## src/rtl/sadc_pkg.sv

```systemverilog
// Shared types and fixed field widths for the sparse ADC packer.
// Assumes the output word is 16 bits with a 4-bit channel index field.
package sadc_pkg;
    localparam int WORD_W = 16;
    localparam int IDX_W  = 4;
    localparam int VAL_W  = WORD_W - IDX_W;

    typedef enum logic [2:0] {
        ST_IDLE,
        ST_TAG,
        ST_PAT,
        ST_DATA,
        ST_END
    } fmt_state_e;
endpackage

```

## src/rtl/sadc_capture.sv

```systemverilog
// Snapshot register: holds the mask and values of one capture for the
// duration of a packet. Assumes load is only raised while idle.
module sadc_capture
    import sadc_pkg::*;
#(
    parameter int CHANNELS = 16
) (
    input  logic                      clk,
    input  logic                      rst_n,
    input  logic                      load,
    input  logic [CHANNELS-1:0]       cap_mask,
    input  logic [CHANNELS*VAL_W-1:0] cap_vals,
    output logic [CHANNELS-1:0]       mask_q,
    output logic [CHANNELS*VAL_W-1:0] vals_q
);
    // Store the snapshot when the sequencer accepts a capture.
    always_ff @(posedge clk) begin
        if (!rst_n) begin
            mask_q <= '0;
            vals_q <= '0;
        end else if (load) begin
            mask_q <= cap_mask;
            vals_q <= cap_vals;
        end
    end
endmodule

```

## src/rtl/sadc_lowest.sv

```systemverilog
// Lowest-set-bit finder: gives the index of the lowest pending channel.
// Assumes the caller only uses the index when pend is non-zero.
module sadc_lowest
    import sadc_pkg::*;
#(
    parameter int CHANNELS = 16
) (
    input  logic [CHANNELS-1:0] pend,
    output logic [IDX_W-1:0]    idx
);
    logic [CHANNELS-1:0] onehot;
    logic [IDX_W-1:0]    contrib [CHANNELS];

    // Isolate the lowest set bit.
    assign onehot = pend & (~pend + CHANNELS'(1));

    genvar g;
    generate
        for (g = 0; g < CHANNELS; g++) begin : g_enc
            assign contrib[g] = onehot[g] ? IDX_W'(g) : '0;
        end
    endgenerate

    // OR the per-bit contributions into a binary index.
    always_comb begin
        idx = '0;
        for (int i = 0; i < CHANNELS; i++) idx = idx | contrib[i];
    end
endmodule

```

## src/rtl/sadc_seq.sv

```systemverilog
// Packet sequencer: walks tag, pattern, data words and end marker, and
// keeps the set of channels still to be sent. Assumes out_ready follows
// a valid/ready handshake; a word moves when out_valid && out_ready.
module sadc_seq
    import sadc_pkg::*;
#(
    parameter int          CHANNELS = 16,
    parameter logic [15:0] TAG      = 16'h7164
) (
    input  logic                      clk,
    input  logic                      rst_n,
    input  logic                      cap_valid,
    input  logic [CHANNELS-1:0]       cap_mask,
    input  logic                      out_ready,
    input  logic [CHANNELS-1:0]       mask_q,
    input  logic [CHANNELS*VAL_W-1:0] vals_q,
    input  logic [IDX_W-1:0]          pick_idx,
    output logic [CHANNELS-1:0]       pending,
    output logic                      load,
    output logic                      cap_ready,
    output logic                      out_valid,
    output logic [WORD_W-1:0]         out_word,
    output fmt_state_e                st
);
    localparam logic [WORD_W-1:0] END_TAG = {4'hF, TAG[11:0]};

    logic [CHANNELS-1:0] pend_next;

    // Handshake flags, remaining-channel set and word selection.
    always_comb begin
        pend_next = pending & ~(CHANNELS'(1) << pick_idx);
        cap_ready = (st == ST_IDLE);
        out_valid = (st != ST_IDLE);
        load      = cap_valid && cap_ready;
        case (st)
            ST_TAG:  out_word = TAG;
            ST_PAT:  out_word = WORD_W'(mask_q);
            ST_DATA: out_word = {pick_idx, vals_q[pick_idx*VAL_W +: VAL_W]};
            ST_END:  out_word = END_TAG;
            default: out_word = '0;
        endcase
    end

    // Advance through the packet frame on each accepted word.
    always_ff @(posedge clk) begin
        if (!rst_n) begin
            st      <= ST_IDLE;
            pending <= '0;
        end else begin
            case (st)
                ST_IDLE: if (load) begin
                    st      <= ST_TAG;
                    pending <= cap_mask;
                end
                ST_TAG: if (out_ready) st <= ST_PAT;
                ST_PAT: if (out_ready) st <= (pending != '0) ? ST_DATA : ST_END;
                ST_DATA: if (out_ready) begin
                    pending <= pend_next;
                    st      <= (pend_next == '0) ? ST_END : ST_DATA;
                end
                ST_END: if (out_ready) st <= ST_IDLE;
                default: st <= ST_IDLE;
            endcase
        end
    end
endmodule

```

## src/rtl/sparse_adc_packer.sv

```systemverilog
// Top of the sparse ADC packer: captures one multi-channel snapshot and
// streams a tagged, zero-suppressed packet. Assumes CHANNELS <= 16 so
// the channel index fits the 4-bit field of a data word.
module sparse_adc_packer
    import sadc_pkg::*;
#(
    parameter int          CHANNELS = 16,
    parameter logic [15:0] TAG      = 16'h7164
) (
    input  logic                      clk,
    input  logic                      rst_n,
    input  logic                      cap_valid,
    output logic                      cap_ready,
    input  logic [CHANNELS-1:0]       cap_mask,
    input  logic [CHANNELS*VAL_W-1:0] cap_vals,
    output logic                      out_valid,
    input  logic                      out_ready,
    output logic [WORD_W-1:0]         out_word
);
    logic                      load;
    logic [CHANNELS-1:0]       mask_q;
    logic [CHANNELS*VAL_W-1:0] vals_q;
    logic [CHANNELS-1:0]       pending;
    logic [IDX_W-1:0]          pick_idx;
    fmt_state_e                st;

    sadc_capture #(.CHANNELS(CHANNELS)) u_cap (
        .clk(clk), .rst_n(rst_n), .load(load),
        .cap_mask(cap_mask), .cap_vals(cap_vals),
        .mask_q(mask_q), .vals_q(vals_q)
    );

    sadc_lowest #(.CHANNELS(CHANNELS)) u_pick (
        .pend(pending), .idx(pick_idx)
    );

    sadc_seq #(.CHANNELS(CHANNELS), .TAG(TAG)) u_seq (
        .clk(clk), .rst_n(rst_n), .cap_valid(cap_valid), .cap_mask(cap_mask),
        .out_ready(out_ready), .mask_q(mask_q), .vals_q(vals_q),
        .pick_idx(pick_idx), .pending(pending), .load(load),
        .cap_ready(cap_ready), .out_valid(out_valid), .out_word(out_word),
        .st(st)
    );
endmodule

```

## config.mk

```make
export PLATFORM = sky130hd
export DESIGN_NAME = sparse_adc_packer
export DESIGN_NICKNAME = d
export VERILOG_FILES = /design/src/rtl/sadc_pkg.sv /design/src/rtl/sadc_capture.sv /design/src/rtl/sadc_lowest.sv /design/src/rtl/sadc_seq.sv /design/src/rtl/sparse_adc_packer.sv
export SDC_FILE = /design/constraint.sdc
export NUM_CORES = 1
export LEC_CHECK = 0
export BUFFER_PORTS_ARGS = -buffer_cell sky130_fd_sc_hd__clkbuf_2
export CAP_MARGIN = 25
export CORE_MARGIN = 1.5
export CORE_UTILIZATION = 25
export DETAILED_ROUTE_END_ITERATION = 6
export PLACE_DENSITY_LB_ADDON = 0.15
export SLEW_MARGIN = 20
export SYNTH_ARGS = -nofsm -noshare
export SYNTH_HDL_FRONTEND = slang
export SYNTH_HIERARCHICAL = 1
export SYNTH_SLANG_ARGS = --single-unit
export TNS_END_PERCENT = 1
```

## constraint.sdc

```tcl
create_clock -name clk -period 4.5 [get_ports clk]
set_input_delay 0.675 -clock clk [delete_from_list [all_inputs] [get_ports clk]]
set_output_delay 0.675 -clock clk [all_outputs]
set_load 0.03 [all_outputs]
```

==> impl_results.md, run 1 <==
* Status: completed
* Fill count at 4,606
* Post-route ant nets at 0
* Top cells by area, synth: dfxtp_1 41%, mux2i_1 20%, nor2b_1 12%, mux4_2 8.9%, buf_6 1.8%
* Clock H-tree levels at 1
* Root Buffer: clkbuf_16
* Post-synthesis xor/xnor area fraction at 0%
* Worst EP required at 3.83 ns
* Port buffer count at 229
* Detailed-route via count at 8,754
* Skew-Pair Late Insertion Delay at 0.57 ns
* Fin crit share at 98.64%
* Initial antenna violation count at 6
* P per Cell Area at 586.5 nW/µm²
* DR vias/cell at 4.656
* Most frequent cells after synthesis: 227 x dfxtp_1, 223 x mux2i_1, 215 x nor2b_1
* Die width at 214.6 µm
* Leak Pwr at 0.005685 µW
* # DRC at 0
* Post-Synthesis Cells at 1,042
* CP Capture Type: output pin
* Routed WL at 43,230 µm
* Largest net degree at the start of global routing at 114
* Met1 usage at 23.62%
* Die height at 214.6 µm
* Primary FF master, synth: dfxtp_1
* Yosys top cell area share at 40.60%
* CP startpoint kind: flop
* Cts hold-fix bufs at 0
* First-pass GRT wire length at 62,320 µm
* Nets at 1,476
* DP HPWL at 32,620 µm
* Routed length per instance at 22.99 µm
* CP arrival at 3.76 ns
* Area growth, synth to finish at 25.60%
* Initial DRC Count at 723
* Core Footprint at 44,220 µm²
* Max VDD drop at 0.0003456 V
* Synth area leader: dfxtp_1
* RD Place Congestion at 0.8261
* TritonCTS clock tree: done
* Final hold vios at 0
* Clock buffer depth at 3
* RSZ-0062 raised after global routing: yes
* Total CTS buffers at 29
* Mux cell area share after synthesis at 30.01%
* Crit path time final at 4.439 ns
* Adder-cell share of the synthesized area at 0%
* Most Used Layer, Global Route: met2
* Setup TNS at 0 ns
* Final clock skew at 0.02022 ns
* Max Cap Viol at 0
* Largest family of logic cells by synthesized area: multiplexers
* # setup viols final at 0
* Netlist cell types at 63
* Crit-path max FO at 6
* Vias in the first global route at 8,939
* Slew @ Worst Pin at 0.9471 ns
* Max Slew Vio Count at 0
* GRT Util Overall at 18.46%
* Met3 global-route usage at 5.191%
* Initial Util at 25.31%
* DRT Pass-1 Iters at 5
* GRT overflow at 0
* Count leader, synth: dfxtp_1
* Warnings, synthesis at 6
* Row Count at 77
* Core Util, Final at 31.79%
* Clock transition at path regs at 0.06 ns
* Final hold slack at 0.3617 ns
* Post-Synth Simple-Gate Area at 17.16%
* Complex-gate fraction of the synthesized area at 7.501%
* Min-delay worst type: in2reg
* Share of cells above drive strength 1 at 30.64%
* Post-Syn Area at 11,190 µm²
* Peak Freq at 0.2253 GHz
* Post-synth ARST share at 0%
* M2 GR Usage at 30.60%
* Max_slew headroom at 36.63%
* Mapped Nets at 1,254
* Flip-flop and latch count after synthesis at 227
* Register area share after synthesis at 40.60%
* Number of I/O pins at 230
* EDFF count, synth at 0
* Syn_area_per_cell at 10.74 µm²
* CTS Sinks at 227
* Crit path kind: reg2out
* Die area at 46,050 µm²
[cell usage in the layout, fill, tap and decap left out, types with 4 or more instances in the layout]
cell and n:
nor2_1 28, nand2b_1 4, clkbuf_2 226, o22ai_1 4, a22o_1 4, clkbuf_8 4
mux2i_1 223, a21boi_0 16, buf_4 32, a31oi_1 6, nor2b_1 215, mux2_2 12
o221ai_1 4, mux4_2 44, o21bai_1 4, buf_12 5, dfxtp_2 4, a21o_1 4
nor3_1 5, a21oi_1 26, inv_1 7, nand2_1 29, clkbuf_16 29, dfxtp_1 223
clkinv_2 5, nand3_1 5, clkbuf_1 8, nor4_1 5, o21ai_0 27, o31ai_1 4
[cell families (layout without fill, tap and decap cells)]
logic type,count (synthesis),in the layout
compound gates,127,130
buf+inv,88,329
flops,227,227
other cells,0,2
simple gates,321,321
mux,279,279
[worst paths after layout]
| path | start | end | slack (ns) | cells after the start |
|---|---|---|---|---|
| setup / recovery | u_seq/pending[0] | out_word[4] | 0.06 | 10 |
| hold / removal | cap_vals[133] | u_cap/vals_q[133] | 0.36 | 3 |
| setup reg to reg | u_seq/pending[0] | u_seq/st[1] | 0.76 | 13 |
| hold reg to reg | u_cap/vals_q[165] | u_cap/vals_q[165] | 0.51 | 2 |
[metal layers]
metal,vias to the layer above,share of wire (%)
li1,4162,-
met1,4258,44
met2,275,47
met3,51,6.7
met4,8,1.9
met5,-,0.11
[critical path: stages (launching register included)]
cell and delay, ns:
dfxtp_2 0.37, nor4_4 0.36, nand2_2 0.16, a311oi_4 0.23, buf_6 0.17, buf_4 0.14, a211o_2 0.27, mux4_2 0.57
mux4_2 0.54, a22o_1 0.21, clkbuf_2 0.18
[metrics by stage]
| stage | cells | worst slack, ns | total power (µW) | area (µm²) |
|---|---|---|---|---|
| floorplan | 1042 | 0.9829 | 4794 | 11190 |
| finish | 1880 | 0.06125 | 8245 | 14060 |
| global route | 1878 | -0.1008 | 8676 | 14050 |
| CTS | 1878 | 0.002070 | 8318 | 14030 |
| detailed placement | 1814 | 0.2823 | 5763 | 12910 |
| global placement | 1814 | 0.3206 | 5755 | 12910 |
[where the power goes]
part	internal, µW	switching (µW)
clock	1420	932
sequential	2320	311
combinational	1500	1760
total	5240	3010
[flip-flops by register name, summed over array words and instances (netlist names)]
signal / flops
u_cap/vals_q: 192
u_seq/pending: 16
u_seq/st: 3
u_cap/mask_q: 16
[cell type report]
| class | instances | area, µm² | share of cell area (%) |
|---|---|---|---|
| multi-input cells | 730 | 6255 | 44.49 |
| repair buffers | 268 | 1519 | 10.81 |
| diodes | 2 | 5.005 | 0.03560 |
| clock inverters | 12 | 147.6 | 1.050 |
| inverters | 8 | 30.03 | 0.2136 |
| clock buffers | 41 | 810.8 | 5.768 |
| flip-flops and latches | 227 | 4549 | 32.36 |
| well taps | 592 | 740.7 | 5.269 |
[timing repair]
item | 4_1_cts | 5_1_grt
pin swaps | 6 | 3
setup buffers | 8 | 0
gates resized for setup | 10 | 10
endpoints found under the setup margin | 9 | 12
gates cloned | 3 | 0
No activity file was read; power rests on OpenSTA's default activity.
==> run 2, diff against run 1 <==
SYNTH_HIERARCHICAL = not set   (was 1)
==> impl_results.md, run 2 <==
* Worst R2R Setup Slack at 1.79 ns
* DR vias/cell at 4.943
* Post-route ant nets at 0
* Reg-to-Reg Start: u_seq.st[2]
* Final hold vios at 0
* Initial Util at 25.52%
* # setup viols final at 0
* First-pass GRT wire length at 61,110 µm
* Post-Syn Area at 10,210 µm²
* Crit-path max FO at 13
* Max Slew Vio Count at 0
* Warnings, synthesis at 0
* Final clock skew at 0.01124 ns
* Vias in the first global route at 10,020
* Root Buffer: clkbuf_16
* P per Cell Area at 475.5 nW/µm²
* Initial DRC Count at 669
* Status: completed
* Routed WL at 42,050 µm
* Total CTS buffers at 27
* Fin crit share at 97.09%
* Most frequent cells after synthesis: 467 x nand2_1, 257 x a21oi_1, 227 x dfxtp_1
* RSZ-0062 raised after global routing: yes
* EDFF count, synth at 0
* Skew-Pair Late Insertion Delay at 0.55 ns
* Core Footprint at 40,010 µm²
* Setup TNS at 0 ns
* Clock H-tree levels at 1
* Detailed-route via count at 10,320
* Clock buffer depth at 3
* Max Cap Viol at 0
* Worst r2r dst: u_seq.pending[8]
* Peak Freq at 0.2289 GHz
* Register-to-Register Path Depth at 5
* GRT overflow at 0
* Leak Pwr at 0.005043 µW
* Share of cells above drive strength 1 at 21.70%
* Netlist cell types at 66
* DRT Pass-1 Iters at 5
* Top Registers: u_cap.vals_q (192), u_cap.mask_q (16), u_seq.pending (16)
* Die height at 205.1 µm
* Yosys top cell area share at 44.51%
* Crit path time final at 4.369 ns
* Max_slew headroom at 37.24%
* Syn_area_per_cell at 7.415 µm²
* Number of I/O pins at 230
* Max VDD drop at 0.0002756 V
* CTS Sinks at 227
* Row Count at 73
* DP Area at 11,770 µm²
* Post-synth ARST share at 0%
* Most used cells in the layout excluding fill and tap cells: 466 x nand2_1, 257 x a21oi_1, 229 x clkbuf_2
* Top cells by area, synth: dfxtp_1 45%, nand2_1 17%, a21oi_1 13%, clkbuf_1 3.2%, o21ai_0 2.8%
* Mapped Nets at 1,589
* Die width at 205.1 µm
* CP arrival at 3.69 ns
* Largest Register: u_cap.vals_q
* Final instance area at 12,720 µm²
* Slew @ Worst Pin at 0.9414 ns
* Crit path from: u_seq.pending[3]
* Crit path kind: reg2out
* Register area share after synthesis at 44.51%
* Initial antenna violation count at 0
* ANT cells at 0
* GRT Util Overall at 19.43%
* DP HPWL at 31,160 µm
* Core Util, Final at 31.80%
* CP Capture Type: output pin
* Routed length per instance at 20.15 µm
* Die area at 42,060 µm²
* Max reg flops at 192
* Area growth, synth to finish at 24.61%
* Primary FF master, synth: dfxtp_1
* # DRC at 0
* Flip-flop and latch count after synthesis at 227
* Largest net degree at the start of global routing at 125
* Nets at 1,754
* CP startpoint kind: flop
* Cts hold-fix bufs at 0
* Port buffer count at 229
* Count leader, synth: nand2_1
* Clock transition at path regs at 0.06 ns
* RD Place Congestion at 0.8698
* TritonCTS clock tree: done
* Post-Synthesis Cells at 1,377
* Synth area leader: dfxtp_1
* Crit path to: out_word[5]
* Final hold slack at 0.3411 ns
* Most common cell after layout, fill and taps aside: nand2_1
* Worst EP required at 3.83 ns
* Min-delay worst type: in2reg
run 2: area by class of cell:
| type | instances | area (µm²) |
|---|---|---|
| fill | 4430 | 27280 |
| multi-input combinational | 1025 | 5194 |
| sequential | 227 | 4544 |
| timing repair buffer | 248 | 1371 |
| clock buffer | 33 | 748.2 |
| tap | 525 | 656.9 |
| clock inverter | 16 | 153.9 |
| inverter | 13 | 53.80 |
run 2: critical path, cell delays in order (launching register included):
cell       delay [ns]
dfxtp_1          0.41
nor4_4           0.44
buf_4            0.22
nand3_1          0.17
a21oi_1          0.26
or2_2            0.33
buf_4            0.26
o22ai_1          0.11
o22a_1           0.26
a2bb2oi_1        0.39
clkbuf_2         0.29
run 2: kinds of logic after synthesis:
family / share of synthesized area, %
mux: 3.248
flops: 44.51
compound gates: 25.10
fa+ha+maj: 0.2941
simple gates: 21.63
buf+inv: 5.221
run 2: what timing repair did:
action | CTS | global route
resized for setup | 3 | 3
pin swaps | 1 | 1
buffers inserted | 1 | 0
cloned | 0 | 1
setup endpoints to repair | 11 | 8
run 2: routing by layer:
| layer | track usage (%) | part of all wire, % |
|---|---|---|
| met1 | 25.93 | 45 |
| met2 | 33.30 | 48 |
| met3 | 2.529 | 5.3 |
| met4 | 4.197 | 2.1 |
| met5 | 0 | 0 |
run 2: metrics by stage:
| stage | instances | total power, µW | setup WS, ns |
|---|---|---|---|
| 2_1_floorplan | 1377 | 3273 | 1.049 |
| 3_3_place_gp | 2035 | 3828 | 0.5064 |
| 3_5_place_dp | 2036 | 3850 | 0.4594 |
| 4_1_cts | 2086 | 6096 | 0.03527 |
| 5_1_grt | 2087 | 6341 | -0.005656 |
| 6_report | 2087 | 6050 | 0.1311 |
run 2: worst min path at each step:
stage | start | endpoint | slack (ns) | depth (start not counted)
3_3_place_gp | u_cap.vals_q[5] | u_cap.vals_q[5] | 0.44 | 2
5_1_grt | cap_vals[109] | u_cap.vals_q[109] | 0.33 | 3
2_1_floorplan | u_cap.mask_q[15] | u_cap.mask_q[15] | 0.43 | 2
3_5_place_dp | u_cap.vals_q[43] | u_cap.vals_q[43] | 0.44 | 2
4_1_cts | cap_vals[59] | u_cap.vals_q[59] | 0.32 | 3
6_report | cap_vals[39] | u_cap.vals_q[39] | 0.34 | 3
run 2: power by group:
group | switching [µW] | leakage [µW] | internal (µW)
sequential | 147 | 0.00186 | 2180
clock | 916 | 0.000451 | 1300
combinational | 999 | 0.00273 | 507
